[config.mk]
export PLATFORM = sky130hd
export DESIGN_NAME = rxbd_engine
export DESIGN_NICKNAME = d
export VERILOG_FILES = /design/src/rtl/rxbd_pkg.sv /design/src/rtl/rxbd_hold_fifo.sv /design/src/rtl/rxbd_ring.sv /design/src/rtl/rxbd_engine.sv
export SDC_FILE = /design/constraint.sdc
export NUM_CORES = 1
export LEC_CHECK = 0
export ABC_AREA = 1
export BUFFER_PORTS_ARGS = -buffer_cell sky130_fd_sc_hd__buf_4
export CAP_MARGIN = 25
export CORE_ASPECT_RATIO = 0.7
export CORE_MARGIN = 8
export CORE_UTILIZATION = 28
export DETAILED_ROUTE_END_ITERATION = 8
export HOLD_SLACK_MARGIN = 0.05
export PLACE_DENSITY = 0.42
export SLEW_MARGIN = 20
export SYNTH_ARGS = -nofsm -noshare
export SYNTH_HDL_FRONTEND = slang
export SYNTH_SLANG_ARGS = --single-unit
[constraint.sdc]
create_clock -name clk -period 3.92 [get_ports clk]
set_input_delay 0.392 -clock clk [delete_from_list [all_inputs] [get_ports clk]]
set_output_delay 0.392 -clock clk [all_outputs]
set_load 0.1 [all_outputs]
[src/rtl/rxbd_pkg.sv]
package rxbd_pkg;
  typedef enum logic [2:0] {
    S_IDLE, S_WAIT_AR, S_FETCH, S_XFER, S_APPEND, S_CLOSE, S_DROP
  } rx_state_e;
  localparam int STAT_W    = 4;
  localparam int STAT_CRC  = 0;
  localparam int STAT_SHORT = 1;
  localparam int STAT_LONG = 2;
  localparam int STAT_LATE = 3;
  localparam int MIN_BUF   = 64;
endpackage

[src/rtl/rxbd_hold_fifo.sv]
module rxbd_hold_fifo #(
  parameter int DEPTH = 32,
  parameter int W     = 9
) (
  input  logic         clk,
  input  logic         rst_n,
  input  logic         flush,
  input  logic         push,
  input  logic [W-1:0] din,
  input  logic         pop,
  output logic [W-1:0] dout,
  output logic         empty,
  output logic         full
);
  localparam int PW = $clog2(DEPTH);

  logic [W-1:0] mem_q [DEPTH];
  logic [PW:0]  wp_q, rp_q, wp_d, rp_d;

  assign empty = (wp_q == rp_q);
  assign full  = (wp_q[PW] != rp_q[PW]) && (wp_q[PW-1:0] == rp_q[PW-1:0]);
  assign dout  = mem_q[rp_q[PW-1:0]];

  always_comb begin
    wp_d = wp_q;
    rp_d = rp_q;
    if (flush) begin
      wp_d = '0;
      rp_d = '0;
    end else begin
      if (push && !full) wp_d = wp_q + 1'b1;
      if (pop && !empty) rp_d = rp_q + 1'b1;
    end
  end

  always_ff @(posedge clk or negedge rst_n) begin
    if (!rst_n) begin
      wp_q <= '0;
      rp_q <= '0;
    end else begin
      wp_q <= wp_d;
      rp_q <= rp_d;
    end
  end

  always_ff @(posedge clk) begin
    if (push && !full && !flush) mem_q[wp_q[PW-1:0]] <= din;
  end

  // holding queue must never overflow while early bytes wait for the filter
  assert_no_overflow_R1: assert property (@(posedge clk) disable iff (!rst_n)
    (push && !flush) |-> !full);
endmodule

[src/rtl/rxbd_ring.sv]
module rxbd_ring #(
  parameter int NBD = 8,
  localparam int IW = (NBD > 1) ? $clog2(NBD) : 1
) (
  input  logic          clk,
  input  logic          rst_n,
  input  logic          adv,
  input  logic          wrap,
  input  logic          rewind,
  input  logic [IW-1:0] rew_idx,
  output logic [IW-1:0] idx
);
  logic [IW-1:0] idx_d;

  always_comb begin
    idx_d = idx;
    if (rewind)    idx_d = rew_idx;
    else if (adv)  idx_d = wrap ? '0 : idx + 1'b1;
  end

  always_ff @(posedge clk or negedge rst_n) begin
    if (!rst_n) idx <= '0;
    else        idx <= idx_d;
  end

  assert_wrap_zero_R9: assert property (@(posedge clk) disable iff (!rst_n)
    (adv && wrap && !rewind) |=> (idx == '0));
  assert_step_R9: assert property (@(posedge clk) disable iff (!rst_n)
    (adv && !wrap && !rewind) |=> (idx == $past(idx) + 1'b1));
endmodule

[src/rtl/rxbd_engine.sv]
module rxbd_engine
  import rxbd_pkg::*;
#(
  parameter int NBD       = 8,
  parameter int AW        = 16,
  parameter int LW        = 16,
  parameter int HOLD      = 32,
  parameter int MIN_FRAME = 64,
  parameter int MAX_FRAME = 1518,
  localparam int IW = (NBD > 1) ? $clog2(NBD) : 1
) (
  input  logic              clk,
  input  logic              rst_n,
  input  logic              rx_valid,
  input  logic              rx_sof,
  input  logic              rx_eof,
  input  logic [7:0]        rx_data,
  input  logic              rx_crc_err,
  input  logic              rx_coll,
  input  logic              rx_late_coll,
  input  logic              ar_done,
  input  logic              ar_match,
  input  logic              ext_reject,
  input  logic [LW-1:0]     cfg_buf_len,
  input  logic              cfg_append_en,
  input  logic              cfg_frame_ie,
  input  logic [7:0]        pio_pin,
  input  logic [7:0]        pio_dir,
  input  logic [7:0]        pio_latch,
  output logic [IW-1:0]     bd_idx,
  input  logic              bd_empty,
  input  logic              bd_irq,
  input  logic              bd_wrap,
  input  logic [AW-1:0]     bd_buf_base,
  output logic              bd_wr_en,
  output logic [LW-1:0]     bd_wr_len,
  output logic              bd_wr_last,
  output logic [STAT_W-1:0] bd_wr_stat,
  output logic              mem_we,
  output logic [AW-1:0]     mem_addr,
  output logic [7:0]        mem_wdata,
  output logic              irq_buf,
  output logic              irq_frame,
  output logic              irq_busy
);
  rx_state_e     st_q, st_d;
  logic          in_act_q, in_act_d;
  logic          ar_ok_q, fin_q, crc_q, late_q;
  logic [IW-1:0] start_idx_q;
  logic [AW-1:0] base_q;
  logic [LW-1:0] buf_cnt_q, frame_len_q;

  logic       accept, start, coll_abort, rej_abort, flush, pop;
  logic       f_empty, f_full, ent_eof, buf_full, last_now, full_close;
  logic [8:0] f_dout;

  assign start      = rx_valid && rx_sof && (st_q == S_IDLE) && !in_act_q;
  assign accept     = rx_valid && (in_act_q || start);
  assign coll_abort = rx_coll && in_act_q;
  assign rej_abort  = ext_reject && !coll_abort &&
                      (st_q inside {S_WAIT_AR, S_FETCH, S_XFER, S_APPEND});
  assign flush      = coll_abort || rej_abort || (st_q == S_DROP);
  assign pop        = (st_q == S_XFER) && !f_empty && !coll_abort && !rej_abort;
  assign ent_eof    = f_dout[8];
  assign buf_full   = (buf_cnt_q + LW'(1) == cfg_buf_len);
  assign last_now   = pop && ent_eof && !(cfg_append_en && buf_full);
  assign full_close = pop && buf_full && !last_now;

  rxbd_hold_fifo #(.DEPTH(HOLD), .W(9)) u_hold (
    .clk(clk), .rst_n(rst_n), .flush(flush), .push(accept),
    .din({rx_eof, rx_data}), .pop(pop), .dout(f_dout),
    .empty(f_empty), .full(f_full)
  );

  rxbd_ring #(.NBD(NBD)) u_ring (
    .clk(clk), .rst_n(rst_n), .adv(bd_wr_en), .wrap(bd_wrap),
    .rewind(coll_abort || rej_abort), .rew_idx(start_idx_q), .idx(bd_idx)
  );

  // write-back and data path
  assign bd_wr_en   = full_close || (st_q == S_CLOSE);
  assign bd_wr_last = (st_q == S_CLOSE);
  assign bd_wr_len  = bd_wr_last ? frame_len_q : cfg_buf_len;
  always_comb begin
    bd_wr_stat             = '0;
    bd_wr_stat[STAT_CRC]   = crc_q;
    bd_wr_stat[STAT_SHORT] = frame_len_q < LW'(MIN_FRAME);
    bd_wr_stat[STAT_LONG]  = frame_len_q > LW'(MAX_FRAME);
    bd_wr_stat[STAT_LATE]  = late_q;
  end
  assign mem_we    = pop || ((st_q == S_APPEND) && !coll_abort && !rej_abort);
  assign mem_addr  = base_q + AW'(buf_cnt_q);
  assign mem_wdata = (st_q == S_APPEND) ? ((pio_dir & pio_latch) | (~pio_dir & pio_pin))
                                        : f_dout[7:0];
  assign irq_buf   = full_close && bd_irq;
  assign irq_frame = (st_q == S_CLOSE) && cfg_frame_ie;
  assign irq_busy  = (st_q == S_FETCH) && !bd_empty && !coll_abort && !rej_abort;

  // next state
  always_comb begin
    st_d = st_q;
    unique case (st_q)
      S_IDLE:    if (start) st_d = S_WAIT_AR;
      S_WAIT_AR: if (ar_done) st_d = ar_match ? S_FETCH : S_DROP;
      S_FETCH:   st_d = bd_empty ? (fin_q ? S_APPEND : S_XFER) : S_DROP;
      S_XFER: begin
        if (last_now)        st_d = cfg_append_en ? S_APPEND : S_CLOSE;
        else if (full_close) st_d = S_FETCH;
      end
      S_APPEND:  st_d = S_CLOSE;
      S_CLOSE:   st_d = S_IDLE;
      S_DROP:    if (!in_act_q) st_d = S_IDLE;
      default:   st_d = S_IDLE;
    endcase
    if (coll_abort)     st_d = S_IDLE;
    else if (rej_abort) st_d = S_DROP;
  end

  always_comb begin
    in_act_d = in_act_q;
    if (coll_abort)                in_act_d = 1'b0;
    else if (accept && rx_eof)     in_act_d = 1'b0;
    else if (start)                in_act_d = 1'b1;
  end

  always_ff @(posedge clk or negedge rst_n) begin
    if (!rst_n) begin
      st_q        <= S_IDLE;
      in_act_q    <= 1'b0;
      ar_ok_q     <= 1'b0;
      fin_q       <= 1'b0;
      crc_q       <= 1'b0;
      late_q      <= 1'b0;
      start_idx_q <= '0;
      base_q      <= '0;
      buf_cnt_q   <= '0;
      frame_len_q <= '0;
    end else begin
      st_q     <= st_d;
      in_act_q <= in_act_d;
      if (start) begin
        ar_ok_q     <= 1'b0;
        fin_q       <= 1'b0;
        start_idx_q <= bd_idx;
        frame_len_q <= '0;
        late_q      <= rx_late_coll;
      end else begin
        if ((st_q == S_WAIT_AR) && ar_done && ar_match) ar_ok_q <= 1'b1;
        if (full_close && ent_eof)    fin_q <= 1'b1;
        if (pop)                      frame_len_q <= frame_len_q + LW'(1);
        if (in_act_q && rx_late_coll) late_q <= 1'b1;
      end
      if (accept && rx_eof) crc_q <= rx_crc_err;
      else if (start)       crc_q <= 1'b0;
      if ((st_q == S_FETCH) && bd_empty) begin
        base_q    <= bd_buf_base;
        buf_cnt_q <= '0;
      end else if (mem_we) begin
        buf_cnt_q <= buf_cnt_q + LW'(1);
      end
    end
  end

  assert_no_early_write_R1: assert property (@(posedge clk) disable iff (!rst_n)
    mem_we |-> ar_ok_q);
  assert_buf_len_min_R10: assert property (@(posedge clk) disable iff (!rst_n)
    cfg_buf_len >= LW'(MIN_BUF));
  assert_buf_irq_R4: assert property (@(posedge clk) disable iff (!rst_n)
    irq_buf |-> (bd_wr_en && !bd_wr_last));
  assert_frame_irq_R6: assert property (@(posedge clk) disable iff (!rst_n)
    irq_frame |-> (bd_wr_en && bd_wr_last));
  assert_busy_stops_R3: assert property (@(posedge clk) disable iff (!rst_n)
    irq_busy |=> !mem_we);
  assert_coll_no_close_R5: assert property (@(posedge clk) disable iff (!rst_n)
    coll_abort |=> !bd_wr_en);
endmodule

Word level (Yosys, flattened, before mapping)
Memories as Yosys holds them, arrays and structs flattened.
Cells that the tools add are included.
{ "word_totals": {"regBits": 73, "rom_bits": 0, "latchBits": 0, "memories": 1, "out_inout_bits": 53, "ram_bits": 288} }
{ "memory_table": {"columns": ["name", "words", "word_bits", "read_ports", "rd_ports_with_merged_regs", "wr", "line_no", "rtl"], "rows": [
  ["u_hold.mem_q", 32, 9, 1, 0, 1, "rxbd_hold_fifo.sv:17", "logic [W-1:0] mem_q [DEPTH];"]
]} }
{ "classes": {"bitwise_logic": 4, "eq_ne": 14, "magnitude_cmp": 2, "n_mux": 36, "multipliers": 0, "add_sub_neg": 6, "reduce_logical": 56, "shifts": 0, "div_mod_pow": 0} }
{ "ops": {"columns": ["cell", "count"], "rows": [
  ["16-bit 2-to-1 mux", 5],
  ["3-bit 2-to-1 mux", 13],
  ["16-bit by 1-bit adder with 16-bit output, second input constant", 2],
  ["1-bit logical AND", 30],
  ["6-bit 2-to-1 mux", 4],
  ["3-bit case mux with 6 select lines", 1],
  ["16-bit adder", 1],
  ["8-bit AND", 2],
  ["16-bit equality test", 1],
  ["16-bit by 11-bit > comparator with 1-bit output, second input constant", 1],
  ["16-bit by 7-bit less-than comparator with 1-bit output, second input constant", 1],
  ["2-bit nonzero test", 8],
  ["6-bit by 1-bit adder with 6-bit output, second input constant", 2],
  ["1-bit 2-to-1 mux", 12],
  ["4-bit != test, second input constant", 3],
  ["3-bit equality test, second input constant", 3],
  ["1-bit zero test", 9],
  ["8-bit 2-to-1 mux", 1],
  ["8-bit NOT", 1],
  ["8-bit OR", 1],
  ["3-bit by 2-bit equality test with 1-bit output, second input constant", 2],
  ["6-bit equality test", 1],
  ["5-bit equality test", 1],
  ["1-bit logical OR", 5],
  ["8 further kinds", 8]
]} }

Logic depth before layout (Yosys ltp)
{ "depth": {"depth_word": 15, "mapped_depth": 18, "ltp_nobuf": 18} }

Cells and area by module
From an unflattened synthesis, not the netlist that was laid out.
{ "unflattened": {"cells_unflattened": 1845, "hier_area_um2": 17451.7} }
{ "by_module_without_submodules": {"columns": ["module", "seq_area_each_um2", "cells_each", "n_inst", "area_each_um2"], "rows": [
  ["rxbd_hold_fifo", 8948.6, 1167, 1, 12707.2],
  ["rxbd_engine", 1451.4, 654, 1, 4561.9],
  ["rxbd_ring", 75.1, 24, 1, 182.7]
]} }

Least setup slack after synthesis
No wires, ideal clock.
{ "synth_timing": {"path_type": "register -> output", "startpoint": "reg buf_cnt_q[0]", "endpoint": "out mem_addr[14]", "slack_ns": -0.154, "path_buffers": 0, "arrival_ns": 3.682, "path_stages_with_launch": 11, "cell_sequence": "dfrtp_1 -> ha_1 -> inv_1 -> fa_1 -> o21ai_0 -> a21oi_1 -> o21ai_0 -> a31oi_1 -> o21bai_1 -> a21oi_1 -> xnor2_1"} }
{ "synth_via": {"elab_chain_cells": 1} }
{ "synth_lines": {"columns": ["item", "line_no", "rtl"], "rows": [
  ["start, declared", "rxbd_engine.sv:51", "logic [LW-1:0] buf_cnt_q, frame_len_q;"],
  ["start signal, assigned", "rxbd_engine.sv:159", "buf_cnt_q <= buf_cnt_q + LW'(1);"],
  ["16-bit adder", "rxbd_engine.sv:92", "assign mem_addr = base_q + AW'(buf_cnt_q);"],
  ["end, declared", "rxbd_engine.sv:40", "output logic [AW-1:0] mem_addr,"]
]} }
No other way between the ends.

Worst setup path after layout
{ "layout_timing": {"startpoint": "reg u_hold.rp_q[0]", "endpoint": "out mem_wdata[2]"} }
{ "layout_via": {"elab_chain_cells": 2} }
{ "layout_lines": {"columns": ["item", "line_no", "rtl"], "rows": [
  ["start, declared", "rxbd_hold_fifo.sv:18", "logic [PW:0] wp_q, rp_q, wp_d, rp_d;"],
  ["start signal, assigned", "rxbd_hold_fifo.sv:42", "rp_q <= rp_d;"],
  ["memory read 32 x 9 bit", null, null],
  ["8-bit 2-to-1 mux", "rxbd_engine.sv:93", "assign mem_wdata = (st_q == S_APPEND) ? ((pio_dir & pio_latch) | (~pio_dir & pio_pin))"],
  ["end, declared", "rxbd_engine.sv:41", "output logic [7:0] mem_wdata,"]
]} }
No other way between the ends.

==> out/results.ini <==
[sta]
finalCriticalPeriod_ns=3.656
rsz0062_at_grt=no
slew_violations=0
fmax_mhz=273.5
relSlewSlack_pct=36.58
fin_skew_ns=0.03207
fin_crit_sh_pct=93.26
finalSetupViolCount=0
worst_slew_pin_slew_ns=0.9490
hold_violations=0
holdWs_ns=0.08571

[critical_path]
critPathKind=register to output pin
startpoint_type=register
endpoint=mem_wdata[2]
crit_arrival_ns=3.26
r2r_cells=8
crit_path_end_kind=output pin
reg2reg_to=u_hold.mem_q[28][2]
r2r-start=st_q[0]
regToRegSetupSlack_ns=0.95
critPathRequiredTime_ns=3.53
crit_fanout=56
cp-startpoint=u_hold.rp_q[0]

[finish]
n_antenna_cell=0
final_common_cell=edfxtp_1
area_delta_synth_final_pct=21.84
nFillCells=5972
final_area_um2=20320
fin_cells=2577
final_cell_mix=edfxtp_1, nand2_1, buf_4
nNetsFinal=1846
drive_gt1_share_pct=17.69

[power]
power_leakage_uw=0.007659
power_frac_comb_pct=39.9
p_total_uw=13990
seqPwrFrac_pct=33.2
power_density_nw_per_um2=688.7
clkPwrFrac_pct=26.8
swShare_pct=43.74
p_int_uw=7871
p_sw_uw=6120
vdd_ir_drop_max_v=0.0009177

[synth]
syn-cell-area_um2=16670
seq_area_frac_synth_pct=62.82
ys_ff_latch=361
ys_types=56
synthCells=1563
async_flop_share_pct=20.22
synth_edf_count=288
synth_area_per_cell_um2=10.67
synthesis.nets=1667
ys.flop_type=edfxtp_1
ys_warn_count=0

[detailed_routing]
drt-initial-drc-count=909
drtAntennaViolNets=0
routed_via_density=4.818
wire_per_inst_um=20.21
dr.pass1.iters=5
num_vias=12415
wirelength_mm=52.08
drc=0

[clock_tree]
cts_root_buf=clkbuf_16
clkTransAtPathRegs_ns=0.06
cts_max_path_buffers=3
clock-sinks=361
h-tree-depth=2
clk_latency_ns=0.58
numCtsBuffers=41
cts_tree=done

[global_route]
grt_pass1_wl_mm=79.36
grt_overflow=0
grt_antenna_before_repair=1
grt_max_degree=58
grt_pass1_vias=12484
grtUsageTotal_pct=15.26

[placement]
hpwlAfterDp_mm=34.95
gp_congestion=0.8279
placed_cells=2495
port-buffer-count=132
place_area_um2=18900

[floorplan]
die_y_um=220.2
core_region_area_um2=59400
io_pins=133
dieArea_um2=67740
dieWidth_um=307.7
fp-row-count=75
start_util_pct=28.07

[status]
run_status=complete, no violations

[min_path]
hold_class=input pin to register

[run]
drv_cap=0

worst min path at each step:
stage | start | end | slack [ns] | depth (start not counted)
final | bd_buf_base[12] | base_q[12] | 0.09 | 2
after global routing | bd_buf_base[9] | base_q[9] | 0.06 | 2
after CTS | bd_buf_base[12] | base_q[12] | 0.05 | 2
after detailed placement | rst_n | base_q[2] | 0.37 | 1
after global placement | late_q | late_q | 0.47 | 2
after floorplan | rst_n | base_q[0] | 0.1 | 0
state kept, by name, indices dropped and copies added, names as in the netlist, 3 cells and up:
name and flops:
u_hold.mem_q 288, base_q 16, buf_cnt_q 16, frame_len_q 16
u_hold.rp_q 6, u_hold.wp_q 6, st_q 3, start_idx_q 3
u_ring.idx 3
cells in the mapped netlist, drive strengths merged (11+ instances only):
cell,number,area share [%]
buf,17,0.58
ha,23,1.7
nand2,236,5.6
o221ai,24,1.3
mux2,15,1.0
dfrtp,73,11
nand4,27,1.0
a21oi,51,1.7
inv,102,2.3
o21ai,194,5.9
o22ai,51,1.9
nor2,201,4.9
edfxtp,288,52
nand3,96,3.0
xor2,21,1.1
o211ai,11,0.58
nor3,37,1.2
clkbuf,54,1.2
layer usage:
layer  share of wire, %  GRT usage (%)
met1                 51          22.98
met2                 43          22.99
met3                4.2          2.093
met4                1.7          3.707
met5                  0              0
power groups by stage:
stage | Sequential [µW] | Clock (µW) | Combinational, µW
4_1_cts | 4650 | 3870 | 5630
5_1_grt | 4680 | 4000 | 5960
3_3_place_gp | 4720 | 0 | 5600
6_report | 4650 | 3750 | 5590
2_1_floorplan | 4730 | 0 | 4120
3_5_place_dp | 4720 | 0 | 5610
critical path: stages (launching register included):
cell      delay, ns
dfrtp_4        0.51
inv_4          0.49
o21ai_0        0.19
o221ai_1       0.54
o211ai_1       0.27
nand4_1        0.19
nand3_1        0.10
o21ai_0        0.08
buf_4          0.31
final cells by class:
| cell class | instances | area (µm²) | share of cell area (%) |
|---|---|---|---|
| Sequential cell | 361 | 10480 | 51.59 |
| Multi-Input combinational cell | 1026 | 5515 | 27.15 |
| Timing Repair Buffer | 207 | 1620 | 7.975 |
| Clock buffer | 49 | 1066 | 5.247 |
| Tap cell | 808 | 1011 | 4.976 |
| Inverter | 105 | 401.6 | 1.977 |
| Clock inverter | 21 | 221.5 | 1.090 |
stage by stage:
stage                     setup TNS [ns]  setup slack [ns]  utilization, %
after global routing                   0           0.04395           34.20
after global placement                 0            0.7197           31.78
after floorplan                  -0.3589          -0.03988               -
final                                  0            0.2640           34.20
after detailed placement               0            0.5902           31.83
after CTS                              0           0.07894           34.19
what timing repair did:
| action | in CTS | in global routing |
|---|---|---|
| endpoints found under the setup margin | 1 | 3 |
| buffers inserted | 0 | 0 |
| hold buffers | 12 | 0 |
| resized for setup | 1 | 3 |
| hold endpoints to repair | 38 | 0 |
cells by family after synthesis:
| group | Yosys count | share of synthesized area [%] |
|---|---|---|
| adders and majority gates | 24 | 1.846 |
| DFF | 361 | 62.82 |
| muxes | 23 | 1.493 |
| buffers and inverters | 176 | 4.187 |
| AOI/OAI and AO/OA | 348 | 12.06 |
| and+or+nand+nor | 604 | 16.01 |
| xor gates and xnor gates | 27 | 1.583 |
Note: power is estimated with default switching activity, not from simulation.
